### config.mk
export PLATFORM = sky130hd
export DESIGN_NAME = fbp_ctrl
export DESIGN_NICKNAME = d
export VERILOG_FILES = /design/src/rtl/fbp_pkg.sv /design/src/rtl/fbp_bus.sv /design/src/rtl/fbp_wdog.sv /design/src/rtl/fbp_ctrl.sv
export SDC_FILE = /design/constraint.sdc
export NUM_CORES = 1
export LEC_CHECK = 0
export CELL_PAD_IN_SITES_DETAIL_PLACEMENT = 0
export CELL_PAD_IN_SITES_GLOBAL_PLACEMENT = 1
export CORE_MARGIN = 2
export CORE_UTILIZATION = 38
export DETAILED_ROUTE_END_ITERATION = 10
export GPL_ROUTABILITY_DRIVEN = 0
export PLACE_DENSITY = 0.8
export SYNTH_ARGS = -nofsm -noshare
export SYNTH_HDL_FRONTEND = slang
export SYNTH_SLANG_ARGS = --single-unit
export TNS_END_PERCENT = 1
### constraint.sdc
create_clock -name clk -period 2 [get_ports clk]
set_input_delay 0.6 -clock clk [delete_from_list [all_inputs] [get_ports clk]]
set_output_delay 0.6 -clock clk [all_outputs]
set_load 0.01 [all_outputs]
### src/rtl/fbp_pkg.sv
package fbp_pkg;

    localparam int BIT_DONE_POL = 7;
    localparam int BIT_DEV_FAIL = 5;

    typedef enum logic [2:0] {
        ST_IDLE,
        ST_CMD,
        ST_POLL,
        ST_CONF,
        ST_RST
    } fbp_state_e;

    typedef struct packed {
        logic done;
        logic err;
        logic vfail;
    } fbp_result_t;

    function automatic logic pol_match(input logic [7:0] stat, input logic [7:0] want);
        return stat[BIT_DONE_POL] == want[BIT_DONE_POL];
    endfunction

    function automatic logic dev_failed(input logic [7:0] stat, input logic [7:0] want);
        return (stat[BIT_DONE_POL] != want[BIT_DONE_POL]) && stat[BIT_DEV_FAIL];
    endfunction

endpackage

### src/rtl/fbp_bus.sv
module fbp_bus #(
    parameter int ADDR_W  = 12,
    parameter int CYC_LEN = 2
) (
    input  logic              clk,
    input  logic              rst,
    input  logic              go,
    input  logic              go_wr,
    input  logic [ADDR_W-1:0] go_addr,
    input  logic [7:0]        go_data,
    output logic [ADDR_W-1:0] fl_addr,
    output logic [7:0]        fl_wdata,
    output logic              fl_we,
    output logic              fl_oe,
    input  logic [7:0]        fl_rdata,
    output logic              fin,
    output logic [7:0]        rd_q
);
    localparam int CW = $clog2(CYC_LEN + 1);

    logic          act;
    logic          is_wr;
    logic [CW-1:0] cnt;

    always_ff @(posedge clk) begin
        if (rst) begin
            act      <= 1'b0;
            is_wr    <= 1'b0;
            cnt      <= '0;
            fin      <= 1'b0;
            rd_q     <= '0;
            fl_addr  <= '0;
            fl_wdata <= '0;
        end else begin
            fin <= 1'b0;
            if (act) begin
                if (cnt == '0) begin
                    act <= 1'b0;
                    fin <= 1'b1;
                    if (!is_wr) rd_q <= fl_rdata;
                end else begin
                    cnt <= cnt - 1'b1;
                end
            end else if (go) begin
                act      <= 1'b1;
                is_wr    <= go_wr;
                cnt      <= CW'(CYC_LEN - 1);
                fl_addr  <= go_addr;
                fl_wdata <= go_data;
            end
        end
    end

    assign fl_we = act && is_wr;
    assign fl_oe = act && !is_wr;

    AST_NO_BUS_CLASH: assert property (@(posedge clk) disable iff (rst)
        !(fl_we && fl_oe));
    AST_ADDR_HELD: assert property (@(posedge clk) disable iff (rst)
        (fl_we || fl_oe) && $past(fl_we || fl_oe) |-> $stable(fl_addr) && $stable(fl_wdata));
    AST_GO_WHEN_FREE: assert property (@(posedge clk) disable iff (rst)
        go |-> !act);

endmodule

### src/rtl/fbp_wdog.sv
module fbp_wdog #(
    parameter int MAX_POLLS = 1024
) (
    input  logic clk,
    input  logic rst,
    input  logic clr,
    input  logic inc,
    output logic expired
);
    localparam int CW = $clog2(MAX_POLLS + 1);

    logic [CW-1:0] cnt;

    always_ff @(posedge clk) begin
        if (rst || clr) cnt <= '0;
        else if (inc)   cnt <= cnt + 1'b1;
    end

    assign expired = (cnt == CW'(MAX_POLLS - 1));

    AST_WDOG_RANGE: assert property (@(posedge clk) disable iff (rst)
        cnt < CW'(MAX_POLLS));

endmodule

### src/rtl/fbp_ctrl.sv
module fbp_ctrl
    import fbp_pkg::*;
#(
    parameter int                ADDR_W     = 12,
    parameter int                CYC_LEN    = 2,
    parameter int                MAX_POLLS  = 1024,
    parameter logic [ADDR_W-1:0] UNLK1_ADDR = 'hAAA,
    parameter logic [7:0]        UNLK1_DATA = 8'hAA,
    parameter logic [ADDR_W-1:0] UNLK2_ADDR = 'h555,
    parameter logic [7:0]        UNLK2_DATA = 8'h55,
    parameter logic [ADDR_W-1:0] PROG_ADDR  = 'hAAA,
    parameter logic [7:0]        PROG_DATA  = 8'hA0,
    parameter logic [ADDR_W-1:0] RST_ADDR   = 'h000,
    parameter logic [7:0]        RST_DATA   = 8'hF0
) (
    input  logic              clk,
    input  logic              rst,
    input  logic              req,
    input  logic [ADDR_W-1:0] req_addr,
    input  logic [7:0]        req_data,
    output logic              ack,
    output logic              busy,
    output logic              done,
    output logic              error,
    output logic              verify_fail,
    output logic [ADDR_W-1:0] fl_addr,
    output logic [7:0]        fl_wdata,
    output logic              fl_we,
    output logic              fl_oe,
    input  logic [7:0]        fl_rdata
);
    fbp_state_e        state;
    logic [1:0]        step;
    logic              go;
    logic [ADDR_W-1:0] tgt_addr;
    logic [7:0]        tgt_data;
    fbp_result_t       res;

    logic              go_wr;
    logic [ADDR_W-1:0] go_addr;
    logic [7:0]        go_data;
    logic              fin;
    logic [7:0]        rd_q;
    logic              wd_clr, wd_inc, wd_exp;
    logic              poll_ok, poll_bad;

    assign poll_ok  = pol_match(rd_q, tgt_data);
    assign poll_bad = dev_failed(rd_q, tgt_data);

    always_comb begin
        go_wr   = 1'b0;
        go_addr = tgt_addr;
        go_data = tgt_data;
        unique case (state)
            ST_CMD: begin
                go_wr = 1'b1;
                unique case (step)
                    2'd0:    begin go_addr = UNLK1_ADDR; go_data = UNLK1_DATA; end
                    2'd1:    begin go_addr = UNLK2_ADDR; go_data = UNLK2_DATA; end
                    2'd2:    begin go_addr = PROG_ADDR;  go_data = PROG_DATA;  end
                    default: begin go_addr = tgt_addr;   go_data = tgt_data;   end
                endcase
            end
            ST_RST: begin
                go_wr   = 1'b1;
                go_addr = RST_ADDR;
                go_data = RST_DATA;
            end
            default: ;
        endcase
    end

    assign wd_clr = (state == ST_IDLE);
    assign wd_inc = (state == ST_POLL) && fin && !poll_ok && !poll_bad && !wd_exp;

    always_ff @(posedge clk) begin
        if (rst) begin
            state    <= ST_IDLE;
            step     <= '0;
            go       <= 1'b0;
            ack      <= 1'b0;
            res      <= '0;
            tgt_addr <= '0;
            tgt_data <= '0;
        end else begin
            go  <= 1'b0;
            ack <= 1'b0;
            res <= '0;
            unique case (state)
                ST_IDLE: if (req) begin
                    tgt_addr <= req_addr;
                    tgt_data <= req_data;
                    ack      <= 1'b1;
                    step     <= '0;
                    go       <= 1'b1;
                    state    <= ST_CMD;
                end
                ST_CMD: if (fin) begin
                    go <= 1'b1;
                    if (step == 2'd3) state <= ST_POLL;
                    else              step  <= step + 1'b1;
                end
                ST_POLL: if (fin) begin
                    go <= 1'b1;
                    if (poll_ok)                state <= ST_CONF;
                    else if (poll_bad || wd_exp) state <= ST_RST;
                end
                ST_CONF: if (fin) begin
                    state <= ST_IDLE;
                    if (rd_q == tgt_data) res.done  <= 1'b1;
                    else                  res.vfail <= 1'b1;
                end
                ST_RST: if (fin) begin
                    state   <= ST_IDLE;
                    res.err <= 1'b1;
                end
                default: state <= ST_IDLE;
            endcase
        end
    end

    assign busy        = (state != ST_IDLE);
    assign done        = res.done;
    assign error       = res.err;
    assign verify_fail = res.vfail;

    fbp_bus #(.ADDR_W(ADDR_W), .CYC_LEN(CYC_LEN)) u_bus (
        .clk(clk), .rst(rst), .go(go), .go_wr(go_wr), .go_addr(go_addr),
        .go_data(go_data), .fl_addr(fl_addr), .fl_wdata(fl_wdata),
        .fl_we(fl_we), .fl_oe(fl_oe), .fl_rdata(fl_rdata), .fin(fin), .rd_q(rd_q)
    );

    fbp_wdog #(.MAX_POLLS(MAX_POLLS)) u_wdog (
        .clk(clk), .rst(rst), .clr(wd_clr), .inc(wd_inc), .expired(wd_exp)
    );

    AST_ONE_RESULT: assert property (@(posedge clk) disable iff (rst)
        $onehot0({done, error, verify_fail}));
    AST_RESULT_NOT_BUSY: assert property (@(posedge clk) disable iff (rst)
        (done || error || verify_fail) |-> !busy);
    AST_ACK_FROM_IDLE: assert property (@(posedge clk) disable iff (rst)
        ack |-> $past(!busy));
    AST_RESET_BEFORE_ERR: assert property (@(posedge clk) disable iff (rst)
        error |-> $past(fl_we, 2) && ($past(fl_wdata, 2) == RST_DATA));
    AST_READ_BEFORE_OK: assert property (@(posedge clk) disable iff (rst)
        (done || verify_fail) |-> $past(fl_oe, 2));

endmodule

==> results.md <==
- The flow ran to the end, and the final reports show no timing, DRC or antenna violations.
- The initial utilization of the core area, before any placement, comes to 39.0%.
- Detailed placement finished with a half-perimeter wire length of 5320 microns.
- The share of power burned in registers is 40.3%.
- The overall die area is 9190 sq um.
- Power comes to 4650 uW.
- The kind of launch point of the worst setup path is a register.
- The fraction of post-synthesis cell area in the top cell type by area is 46.2%.
- The count of mapped cells out of synthesis is 388.
- The clock sink total is 74.
- The worst setup path is of the register to register kind.
- Fill cells in the final layout number 818.
- In the post-synthesis netlist, the biggest area contributors are sky130_fd_sc_hd__dfxtp_1 (46%), sky130_fd_sc_hd__nand2_1 (8.8%), sky130_fd_sc_hd__a21oi_1 (8.6%).
- Setup repair after global routing left no endpoint under its margin.
- The worst setup timing slack at the placement stage is -160 ps.
- The max-capacitance violation count is 0.
- The number of iterations in the first detailed-routing pass is 4.
- For this run, the number of Yosys warnings is 0.
- The count of nets after finishing is 493.
- The H-tree was split into 3 levels.
- Dividing the final minimum period by the clock period gives 93.9%.
- The count of endpoints failing setup in the final report is 0.
- In this run, the number of DRC markers left after iteration 0 of detailed routing was 98.
- For this design the ratio of total power to cell area is 1110 nW/um^2.
- The arrival time of data at the critical path endpoint is 2110 ps.
- The via density per instance is 5.00.
- When the netlist entered floorplanning its net count stood at 425.
- The proportion of total power due to net switching is 34.4%.
- The synthesized area divided by synthesized cell count is 8.27 sq um.
- The mean routed wirelength per cell is 13.5 microns.
- The number of input and output port buffers inserted is 57.
- The vias after detailed routing is 2,828.
- The total leakage power is 0.00153 uW.
- The number of synthesized register bits is 74.
- The largest net degree at the start of global routing is 43.
- The worst setup path is captured at a register.
- Counting I/O delays and the setup requirement, the final critical path takes 1880 ps.
- The combinational share of power is 34.8%.
- STA puts the critical path data required time at 2230 ps.
- The worst path meets setup with 122 ps of slack.
- The number of top-level pins is 58.
- The total length of routed wires is 7620 microns.
- The actual transition at the worst max-transition pin is 588 ps.
- The initialized floorplan defines 33 standard-cell rows.
- Measured along the x axis, the die boundary spans 95.9 microns.
- From bottom edge to top edge, the die measures 95.9 microns.
- Clock tree synthesis inserted a total of 9 buffers.
- The final hold violation count came to 0.
- In this run the tightest slew margin relative to its limit is 60.8%.
- Among all cell types in the netlist, the one instantiated most often is sky130_fd_sc_hd__nand2_1.
- sky130_fd_sc_hd__dfxtp_1 takes more of the synthesized area than any other cell.
- Ranked by instance count, the synthesized netlist is headed by sky130_fd_sc_hd__nand2_1 (75), sky130_fd_sc_hd__dfxtp_1 (74), sky130_fd_sc_hd__a21oi_1 (55).
- The proportion of synthesized chip area in sequential cells is 46.2%.
- The maximum operating frequency is 532 MHz.
- The relative area change from synthesis to final layout is 30.9%.
- The number of nets with antenna violations after detailed routing is 0.
- The maximum fanout encountered on the critical timing path is 6.
- The post-route worst hold slack is 453 ps.
- The share of total power dissipated in the clock network is 24.9%.
- The count of antenna diodes in the layout is 0.
- For this run, the total global-route usage over all layers was measured as 18.3%.
- CTS placed an instance of sky130_fd_sc_hd__clkbuf_8 at the clock tree root.
- The worst vdd rail ir drop is 0.529 mV.
- Synthesis instantiated 49 different standard cells from the library.
- The switching power is 1600 uW.
- The number of max-slew violations in the final report was 0.
- After synthesis the cells add up to 3210 sq um.
- The via count of the first global-routing pass is 2,696.
- The prevailing post-synth register cell is sky130_fd_sc_hd__dfxtp_1.
- The first-pass GRT wire length is 12,900 microns.
- The number of remaining DRC errors is 0.
- The clock latency on the worst-skew pair is 350 ps.
- The worst min-delay path class is register to register.
- The number of enable flip-flop cells after synthesis is 0.
- The clock-pin slew reported for the worst setup and hold paths after clock tree synthesis is 80 ps.
- Internal power comes to 3050 uW.
- Once layout is complete, the utilization of the core stands at 51.1%.
- The worst-case clock buffer depth is 2.
- The global route total overflow is 0.
- TritonCTS built the clock tree.
- The post-synthesis async set-or-reset flop share is 0%.
- In the final timing run, aggregate negative setup slack is 0 ps.
- The worst clock skew on the final layout is 11.3 ps.
- The number of antenna violations at the first check in global routing came to 0.
- The floorplan step defined a core boundary enclosing 8220 sq um.
- The layout cell share with drive strength beyond 1 is 13.4%.
-- worst paths after layout --
path	from	end	slack (ps)	cells after the start
setup / recovery	state[2]	state[0]	120	7
hold / removal	tgt_addr[0]	tgt_addr[0]	450	2
setup reg to reg	state[2]	state[0]	120	7
hold reg to reg	tgt_addr[0]	tgt_addr[0]	450	2
-- power groups by stage --
stage,Clock [uW],Sequential [uW],Combinational (uW)
3_3_place_gp,0,1890,1600
6_report,1160,1870,1620
2_1_floorplan,0,1870,991
5_1_grt,1240,1900,1840
3_5_place_dp,0,1900,1610
4_1_cts,1180,1870,1630
-- per-stage QoR --
| stage | area, sq um | std cells |
|---|---|---|
| final | 4200 | 566 |
| after global routing | 4200 | 566 |
| after CTS | 4190 | 566 |
| after detailed placement | 3980 | 549 |
| after global placement | 3980 | 549 |
| after floorplan | 3210 | 388 |
-- critical path, cell delays in order, from the launching register on --
cell                       delay, ps
sky130_fd_sc_hd__dfxtp_2         390
sky130_fd_sc_hd__buf_4           150
sky130_fd_sc_hd__or4b_2          600
sky130_fd_sc_hd__o31a_1          160
sky130_fd_sc_hd__o211ai_2         90
sky130_fd_sc_hd__buf_4           140
sky130_fd_sc_hd__mux2i_1         170
sky130_fd_sc_hd__nor2_1           50
-- area by class of cell --
class / count / area, sq um / share of cell area, %
Inverter: 8 / 30.0 / 0.715
Multi-Input combinational cell: 284 / 1610 / 38.4
Sequential cell: 74 / 1490 / 35.5
Timing Repair Buffer: 79 / 743 / 17.7
Tap cell: 105 / 131 / 3.13
Clock inverter: 6 / 65.1 / 1.55
Clock buffer: 10 / 128 / 3.04
-- registers in the layout, indices dropped and copies added (netlist names), 2 cells and up --
signal / flops
tgt_addr: 12
u_bus.fl_addr: 12
u_bus.rd_q: 8
u_wdog.cnt: 11
step: 2
tgt_data: 8
u_bus.cnt: 2
u_bus.fl_wdata: 8
state: 3
-- layer usage --
metal	wire, microns	vias to the layer above	GRT usage (%)
met5	0	-	0
met4	95	0	5.12
met1	3520	1300	23.8
li1	-	1450	-
met2	3540	69	28.8
met3	467	9	6.11
-- repair_timing --
item | in CTS | in global routing
endpoints found under the setup margin | 3 | 9
buffers inserted | 1 | 0
pin swaps | 1 | 0
resized for setup | 8 | 4
hold buffers | 0 | 0
-- cell usage in the layout, fill, tap and decap left out, types with 3 or more instances in the layout --
cell | netlist | layout
sky130_fd_sc_hd__clkbuf_8 | 0 | 9
sky130_fd_sc_hd__xnor2_1 | 17 | 17
sky130_fd_sc_hd__nor2_1 | 42 | 42
sky130_fd_sc_hd__nor2b_1 | 3 | 3
sky130_fd_sc_hd__nand2_1 | 75 | 75
sky130_fd_sc_hd__nand4_1 | 3 | 3
sky130_fd_sc_hd__o21ai_0 | 12 | 12
sky130_fd_sc_hd__or2_2 | 3 | 3
sky130_fd_sc_hd__nand2b_1 | 3 | 3
sky130_fd_sc_hd__nor4_1 | 3 | 3
sky130_fd_sc_hd__inv_1 | 8 | 8
sky130_fd_sc_hd__buf_4 | 1 | 21
sky130_fd_sc_hd__dfxtp_2 | 0 | 4
sky130_fd_sc_hd__a21oi_1 | 55 | 54
sky130_fd_sc_hd__and2_1 | 3 | 3
sky130_fd_sc_hd__nor3_1 | 15 | 14
sky130_fd_sc_hd__clkdlybuf4s50_1 | 0 | 53
sky130_fd_sc_hd__a21o_1 | 4 | 4
sky130_fd_sc_hd__nand3_1 | 4 | 4
sky130_fd_sc_hd__dfxtp_1 | 74 | 69
sky130_fd_sc_hd__ha_1 | 6 | 6
-- cell families (layout without fill, tap and decap cells) --
kind of cell | Yosys count | count (layout) | share of synthesized area [%]
and+or+nand+nor | 173 | 173 | 26.9
AOI/OAI and AO/OA | 84 | 84 | 14.8
DFF | 74 | 74 | 46.2
buffers and inverters | 30 | 103 | 4.02
xor gates and xnor gates | 19 | 19 | 5.19
adders and majority gates | 6 | 6 | 2.34
muxes | 2 | 2 | 0.624
Power figures use the tool's default switching activity.
